<file path="config.mk">
export PLATFORM = sky130hd
export DESIGN_NAME = nalu_top
export DESIGN_NICKNAME = d
export VERILOG_FILES = /design/src/rtl/nalu_pkg.sv /design/src/rtl/nalu_shifter.sv /design/src/rtl/nalu_addsub.sv /design/src/rtl/nalu_compare.sv /design/src/rtl/nalu_top.sv
export SDC_FILE = /design/constraint.sdc
export NUM_CORES = 1
export LEC_CHECK = 0
export BUFFER_PORTS_ARGS = -buffer_cell sky130_fd_sc_hd__buf_4
export CAP_MARGIN = 20
export CORE_UTILIZATION = 55
export DETAILED_ROUTE_END_ITERATION = 8
export GPL_TIMING_DRIVEN = 0
export PLACE_DENSITY = 0.89
export SYNTH_ARGS = -nofsm -noshare
export SYNTH_HDL_FRONTEND = slang
export SYNTH_SLANG_ARGS = --single-unit
export TNS_END_PERCENT = 1
</file>
<file path="constraint.sdc">
create_clock -name vclk -period 4.7
set_clock_uncertainty 0.1 [all_clocks]
set_input_delay 0.94 -clock vclk [all_inputs]
set_output_delay 0.94 -clock vclk [all_outputs]
set_load 0.005 [all_outputs]
</file>
<file path="src/rtl/nalu_pkg.sv">
package nalu_pkg;
  localparam int unsigned DATA_W  = 32;
  localparam int unsigned SHAMT_W = $clog2(DATA_W);
  localparam int unsigned CODE_W  = 4;

  typedef enum logic [CODE_W-1:0] {
    OP_SLL  = 4'h0,
    OP_SRL  = 4'h1,
    OP_SRA  = 4'h2,
    OP_ADD  = 4'h4,
    OP_SUB  = 4'h6,
    OP_AND  = 4'h7,
    OP_OR   = 4'h8,
    OP_XOR  = 4'h9,
    OP_SLT  = 4'hA,
    OP_SLTU = 4'hB
  } alu_op_e;
endpackage

</file>
<file path="src/rtl/nalu_shifter.sv">
module nalu_shifter #(
  parameter int unsigned DW = 32,
  parameter int unsigned SW = $clog2(DW)
) (
  input  logic [DW-1:0] data_i,
  input  logic [SW-1:0] amt_i,
  input  logic          left_i,
  input  logic          arith_i,
  output logic [DW-1:0] res_o
);
  logic [SW:0][DW-1:0] lft_stage;
  logic [SW:0][DW-1:0] rgt_stage;
  logic                fill_bit;

  assign fill_bit     = arith_i & data_i[DW-1];
  assign lft_stage[0] = data_i;
  assign rgt_stage[0] = data_i;

  for (genvar k = 0; k < SW; k++) begin : g_stage
    localparam int unsigned STEP = 1 << k;
    logic [DW-1:0] fill_mask;
    assign fill_mask = fill_bit ? ~({DW{1'b1}} >> STEP) : '0;
    assign lft_stage[k+1] = amt_i[k] ? (lft_stage[k] << STEP) : lft_stage[k];
    assign rgt_stage[k+1] = amt_i[k] ? ((rgt_stage[k] >> STEP) | fill_mask)
                                     : rgt_stage[k];
  end

  assign res_o = left_i ? lft_stage[SW] : rgt_stage[SW];
endmodule

</file>
<file path="src/rtl/nalu_addsub.sv">
module nalu_addsub #(
  parameter int unsigned DW = 32
) (
  input  logic [DW-1:0] a_i,
  input  logic [DW-1:0] b_i,
  input  logic          sub_i,
  output logic [DW-1:0] sum_o
);
  logic [DW-1:0] b_eff;
  assign b_eff = sub_i ? ~b_i : b_i;
  assign sum_o = a_i + b_eff + {{(DW-1){1'b0}}, sub_i};
endmodule

</file>
<file path="src/rtl/nalu_compare.sv">
module nalu_compare #(
  parameter int unsigned DW = 32
) (
  input  logic [DW-1:0] a_i,
  input  logic [DW-1:0] b_i,
  output logic          lt_s_o,
  output logic          lt_u_o
);
  logic sign_differs;
  assign lt_u_o       = a_i < b_i;
  assign sign_differs = a_i[DW-1] ^ b_i[DW-1];
  // With opposite signs the negative one is smaller; otherwise unsigned order holds.
  assign lt_s_o       = sign_differs ? a_i[DW-1] : lt_u_o;
endmodule

</file>
<file path="src/rtl/nalu_top.sv">
module nalu_top #(
  parameter int unsigned PIN_W = 8,
  parameter int unsigned NIB_W = 4
) (
  input  logic [PIN_W-1:0] opnd_pack_i,
  input  logic [PIN_W-1:0] sel_bus_i,
  output logic [PIN_W-1:0] result_o,
  output logic [PIN_W-1:0] aux_out_o,
  output logic [PIN_W-1:0] aux_oe_o
);
  import nalu_pkg::*;
  localparam int unsigned DW = DATA_W;
  localparam int unsigned SW = SHAMT_W;

  logic [DW-1:0]     opx, opy, sum, shifted, full_res;
  logic [CODE_W-1:0] code;
  logic              lt_s, lt_u, do_sub, shl, sha;
  logic              unused_bits;

  assign opx  = {{(DW-NIB_W){1'b0}}, opnd_pack_i[2*NIB_W-1:NIB_W]};
  assign opy  = {{(DW-NIB_W){1'b0}}, opnd_pack_i[NIB_W-1:0]};
  assign code = sel_bus_i[CODE_W-1:0];

  assign do_sub = (code == OP_SUB);
  assign shl    = (code == OP_SLL);
  assign sha    = (code == OP_SRA);

  nalu_addsub #(.DW(DW)) u_addsub (
    .a_i(opx), .b_i(opy), .sub_i(do_sub), .sum_o(sum)
  );

  nalu_compare #(.DW(DW)) u_cmp (
    .a_i(opx), .b_i(opy), .lt_s_o(lt_s), .lt_u_o(lt_u)
  );

  nalu_shifter #(.DW(DW), .SW(SW)) u_shift (
    .data_i(opx), .amt_i(opy[SW-1:0]), .left_i(shl), .arith_i(sha),
    .res_o(shifted)
  );

  always_comb begin
    case (code)
      OP_SLL, OP_SRL, OP_SRA: full_res = shifted;
      OP_ADD, OP_SUB:         full_res = sum;
      OP_AND:                 full_res = opx & opy;
      OP_OR:                  full_res = opx | opy;
      OP_XOR:                 full_res = opx ^ opy;
      OP_SLT:                 full_res = {{(DW-1){1'b0}}, lt_s};
      OP_SLTU:                full_res = {{(DW-1){1'b0}}, lt_u};
      default:                full_res = '0;
    endcase
  end

  assign result_o    = full_res[PIN_W-1:0];
  assign aux_out_o   = '0;
  assign aux_oe_o    = '0;
  assign unused_bits = ^{full_res[DW-1:PIN_W], sel_bus_i[PIN_W-1:CODE_W],
                         opy[DW-1:SW]};
endmodule

</file>
==> results of run 1 <==
[critical path, stage by stage]
cell	delay, ns
buf_4	0.14
nand4bb_1	0.19
clkbuf_1	0.21
xnor2_1	0.20
fa_1	0.45
a21o_1	0.18
a21oi_1	0.22
xor2_1	0.19
o32ai_1	0.13
buf_4	0.15
[worst paths after layout]
path / start / to / slack, ns / cells after the start
min: sel_bus_i[1] / result_o[6] / 2.13 / 3
max: sel_bus_i[3] / result_o[4] / 0.66 / 10
[layout make-up]
cell class,instances,area (sq um),area share
buffer,23,188.9,0.1497
inverter,8,30.03,0.02379
multi-input combinational,118,869.6,0.6888
tap,25,31.28,0.02478
timing repair buffer,19,142.6,0.1130
[power by group]
part,switching [mW],internal (mW)
registers,0,0
clock network,0,0
logic,0.0548,0.0542
total,0.0548,0.0542
[cell families after synthesis]
logic type                 after synthesis
AOI/OAI and AO/OA                       33
xor gates and xnor gates                 6
adders and majority gates               18
buffers and inverters                   31
muxes                                    8
other                                    1
and+or+nand+nor                         37
[layout by cell type, fill, tap and decap left out, types with 2 or more instances in the layout]
master,Yosys,final
o21ai_0,5,5
a22oi_1,2,2
conb_1,1,16
clkbuf_8,2,2
clkbuf_1,2,2
xor2_1,2,2
a22o_1,3,3
nand3_1,2,2
xnor2_1,4,4
a21o_1,3,3
nor3_1,2,2
mux2_2,5,5
buf_4,16,35
a21oi_1,4,4
inv_1,8,8
buf_6,3,3
o211ai_1,5,5
nor3b_1,3,3
nor2_1,9,9
ha_1,17,17
nand2_1,12,12
mux2i_1,3,3
[per-layer routing]
| metal | up-vias | global-route usage | wire length [um] |
|---|---|---|---|
| li1 | 522 | - | - |
| met1 | 467 | 0.3079 | 1007 |
| met2 | 45 | 0.4899 | 1229 |
| met3 | 7 | 0.01200 | 176 |
| met4 | 0 | 0.08485 | 45 |
| met5 | - | 0 | 0 |
[stage by stage]
stage	hold slack (ns)	total power, mW	cells	utilization	cell area (sq um)
6_report	2.130	0.1090	193	0.7233	1262
5_1_grt	2.168	0.1204	193	0.7233	1262
4_1_cts	2.134	0.1083	193	0.7233	1262
3_5_place_dp	2.129	0.1078	193	0.7233	1262
3_3_place_gp	2.127	0.1030	193	0.7233	1262
2_1_floorplan	1.859	0.07293	149	-	1089
==> reports/qor.yml, run 1 <==
status: "completed"
holdCritPathClass: "input pin to output pin"
synth_top_cell_by_area: "ha_1"
fmax_ghz: 0.2474
antenna_cells: 0
layout.nets: 204
die_area_sq_mm: 0.002054
grt.overflow.total: 0
tightest_slew_ns: 0.7026
cts_setup_buffers: 0
drive_gt1_frac: 0.2917
drtIter0Drc: 20
critPathLaunchType: "input pin"
fin_crit_sh: 0.8601
grt_pass1_vias: 938
die_x_um: 45.32
cp_data_required_time_ns: 3.66
setup_tns_ns: 0
leakagePower_nw: 0.6648
syn2layout_area_growth_pct: 22.30
netlist_area_sq_mm: 0.001032
arrival_ns: 3.00
yosys.cell_count.top_type: "ha_1"
drt-total-wl_um: 2458
synthTopCellsByCount: "17 x ha_1, 16 x buf_4, 12 x nand2_1"
grt_usage: 0.2595
critPathCaptureType: "output pin"
maxCapViolCount: 0
rsz0062_at_grt: "false"
fillers: 159
synth_seq_area_share: 0
grt_antenna_before_repair: 0
irDropWorstVdd_mv: 0.05458
hpwl_um: 2057
ys_types: 43
ant_nets: 0
synthXorXnorAreaFrac: 0.05091
synthCells: 134
clockBufferCount: 0
grt_pass1_wl_um: 4029
setup_viol: 0
setup_slack_ns: 0.6573
synth_compound_area_frac: 0.2339
wire_per_inst_um: 12.74
yosys.area_share.simple: 0.1903
dr.pass1.iters: 4
port_buffers: 19
seqCellArea_sq_um: 0
synth_top_family_by_area: "compound AO/OA/AOI/OAI gates"
seq_cells: 0
synthTopCellsByArea: "ha_1 21%, buf_4 12%, mux2_2 5.5%"
cts.hold.buffers_added: 0
yosys.area.top_type_share: 0.2061
crit_type: "input pin to output pin"
slew_violations: 0
finalHoldViolCount: 0
slew_headroom: 0.5306
route.detailed.drc: 0
routabilityCongestion: 0.8405
synth_mux_area_frac: 0.08364
rows: 15
pwr_density_cell_mw_per_mm2: 86.36
pre_cts_ws_ns: 0.6576
io_pins: 40
via_per_inst: 5.394
yosysWarnings: 0
initial_core_util: 0.5914
fin_crit_ns: 4.043
grt_start_max_net_pins: 11
synth.avg_cell_area_sq_um: 7.703
die_height_um: 45.32
synthAdderAreaFrac: 0.2255
vias: 1041
cp_max_fo: 8
core_area_sq_mm: 0.001745
cts_resized: 0
(Power assumes the default switching activity.)
==> inputs of run 2 (changes only) <==
Settings changed: ABC_AREA set to 1, PLACE_DENSITY 0.89 to 0.9.
==> run 2 against run 1 <==
  * The flow now finishes with violations (design-rule violations)
  * Maximum frequency up 5.2%
  * Combinational power down 9%
  * Area after synthesis decreased by 5.3%
  * Sequential share of layout area unchanged
  * Critical path type unchanged
  * First-iteration DRC count is 95% higher
  * Global-route usage up 1.1 points
  * Synthesized cell count increased by 23%
  * Critical path depth is 1 higher
  * Flip-flop and latch count did not move
==> reports/qor.yml, run 2 <==
rsz0062_at_grt: "false"
grt_antenna_before_repair: 0
clockBufferCount: 0
holdCritPathClass: "input pin to output pin"
switching_power_mw: 0.05425
synthTopCellsByCount: "39 x nand2_1, 21 x inv_1, 17 x ha_1"
power.internal_mw: 0.04463
route.detailed.drc: 3
cts.hold.buffers_added: 0
layout_commonest_cell: "nand2_1"
port_buffers: 20
synthTopCellsByArea: "ha_1 22%, nand2_1 15%, buf_4 12%"
hpwl_um: 2014
dr.pass1.iters: 6
drt-total-wl_um: 2424
drtIter0Drc: 39
pwr_density_cell_mw_per_mm2: 82.15
irDropWorstVdd_mv: 0.05706
crit_type: "input pin to output pin"
grt_usage: 0.2707
hold-worst-slack_ns: 2.169
via_per_inst: 5.208
cp_slowest_cell: "fa_1"
synth.avg_cell_area_sq_um: 5.922
grt_pass1_wl_um: 4133
fin_crit_ns: 3.842
maxCapViolCount: 0
power_mw: 0.09888
tightest_slew_ns: 0.5293
combPwrFrac: 1.000
synth_top_cell_by_area: "ha_1"
slew_violations: 0
netlist_area_sq_um: 977.2
place_area_sq_mm: 0.001204
routabilityCongestion: 0.8761
wire_per_inst_um: 11.22
yosysWarnings: 0
p_clk_frac: 0
critPathLaunchType: "input pin"
violations: "design-rule violations"
layout.nets: 236
final_cell_mix: "39 x nand2_1, 36 x buf_4, 21 x inv_1, 17 x ha_1, 16 x conb_1"
fin_crit_sh: 0.8175
setup_viol: 0
finalHoldViolCount: 0
status: "finished with violations"
setup_slack_ns: 0.8575
leakagePower_nw: 0.7405
slew_headroom: 0.6445
seq_cells: 0
vias: 1125
synth_seq_area_share: 0
cts_setup_buffers: 0
ant_nets: 0
path_cells: "buf_4 > inv_1 > buf_2 > xor2_1 > fa_1 > a21oi_1 > o21ai_0 > or2_1 > nand3_1 > nand2_1 > buf_4"
critPathCaptureType: "output pin"
cp_max_fo: 11
yosys.area.top_type_share: 0.2177
fmax_ghz: 0.2603
pre_cts_ws_ns: 0.8661
die_height_um: 44.15
power.share.switching: 0.5486
initial_core_util: 0.6198
rows: 14
seqCellArea_sq_um: 0
cp_data_required_time_ns: 3.66
arrival_ns: 2.80
cts_resized: 0
die_x_um: 44.15
grt_pass1_vias: 954
synthCells: 165
drive_gt1_frac: 0.2200
die_area_sq_mm: 0.001949
ys_types: 26
grt.overflow.total: 0
design_area_sq_mm: 0.001204
io_pins: 40
antenna_cells: 0
syn2layout_area_growth_pct: 23.17
critPathMostFrequentCell: "buf_4"
pwr-share-seq: 0
yosys.cell_count.top_type: "nand2_1"
grt_start_max_net_pins: 12
max_stage_delay_ns: 0.44
setup_tns_ns: 0
core_area_sq_mm: 0.001577
-- run 2: cell families (layout without fill, tap and decap cells) --
| logic type | Yosys count | in the layout | synth area share |
|---|---|---|---|
| AND/OR/NAND/NOR | 72 | 72 | 0.3227 |
| buffers and inverters | 40 | 60 | 0.2241 |
| AO/OA/AOI/OAI | 29 | 29 | 0.1652 |
| adder cells (fa/ha/maj) | 18 | 18 | 0.2382 |
| XOR/XNOR | 4 | 4 | 0.03586 |
| other | 1 | 16 | 0.003838 |
| multiplexers | 1 | 1 | 0.01024 |
-- run 2: final cells by class --
cell class	count	area (sq um)
well taps	16	20.02
plain buffers	18	136.4
multi-input cells	140	814.5
repair buffers	20	150.1
inverters	22	82.58
fillers	134	372.9
-- run 2: path summary, 6_finish.rpt --
check             cells after the start          end  slack [ns]            from
setup / recovery                     11  result_o[4]        0.86  opnd_pack_i[1]
hold / removal                        4  result_o[7]        2.17  opnd_pack_i[2]
-- run 2: critical path, delay by kind of cell --
family          cells  cell delay [ns]
buf+inv             4             0.68
fa+ha+maj           1             0.44
simple gates        3             0.34
compound gates      2             0.26
xor+xnor            1             0.14
-- run 2: power by group through the flow --
stage | clock (mW) | combinational (mW) | sequential, mW
after floorplan | 0 | 0.0646 | 0
after global routing | 0 | 0.112 | 0
final | 0 | 0.0989 | 0
after detailed placement | 0 | 0.0971 | 0
after CTS | 0 | 0.0976 | 0
after global placement | 0 | 0.0936 | 0
-- run 2: per-stage QoR --
stage,utilization,instances
after floorplan,-,180
after global placement,0.7635,216
after detailed placement,0.7635,216
after CTS,0.7635,216
after global routing,0.7635,216
final,0.7635,216
-- run 2: metal layers --
layer	part of all wire	global-route usage	vias to the layer above
li1	-	-	576
met1	0.42	0.3407	496
met2	0.51	0.5176	53
met3	0.074	0.01224	0
met4	0	0.03030	0
met5	0	0	-
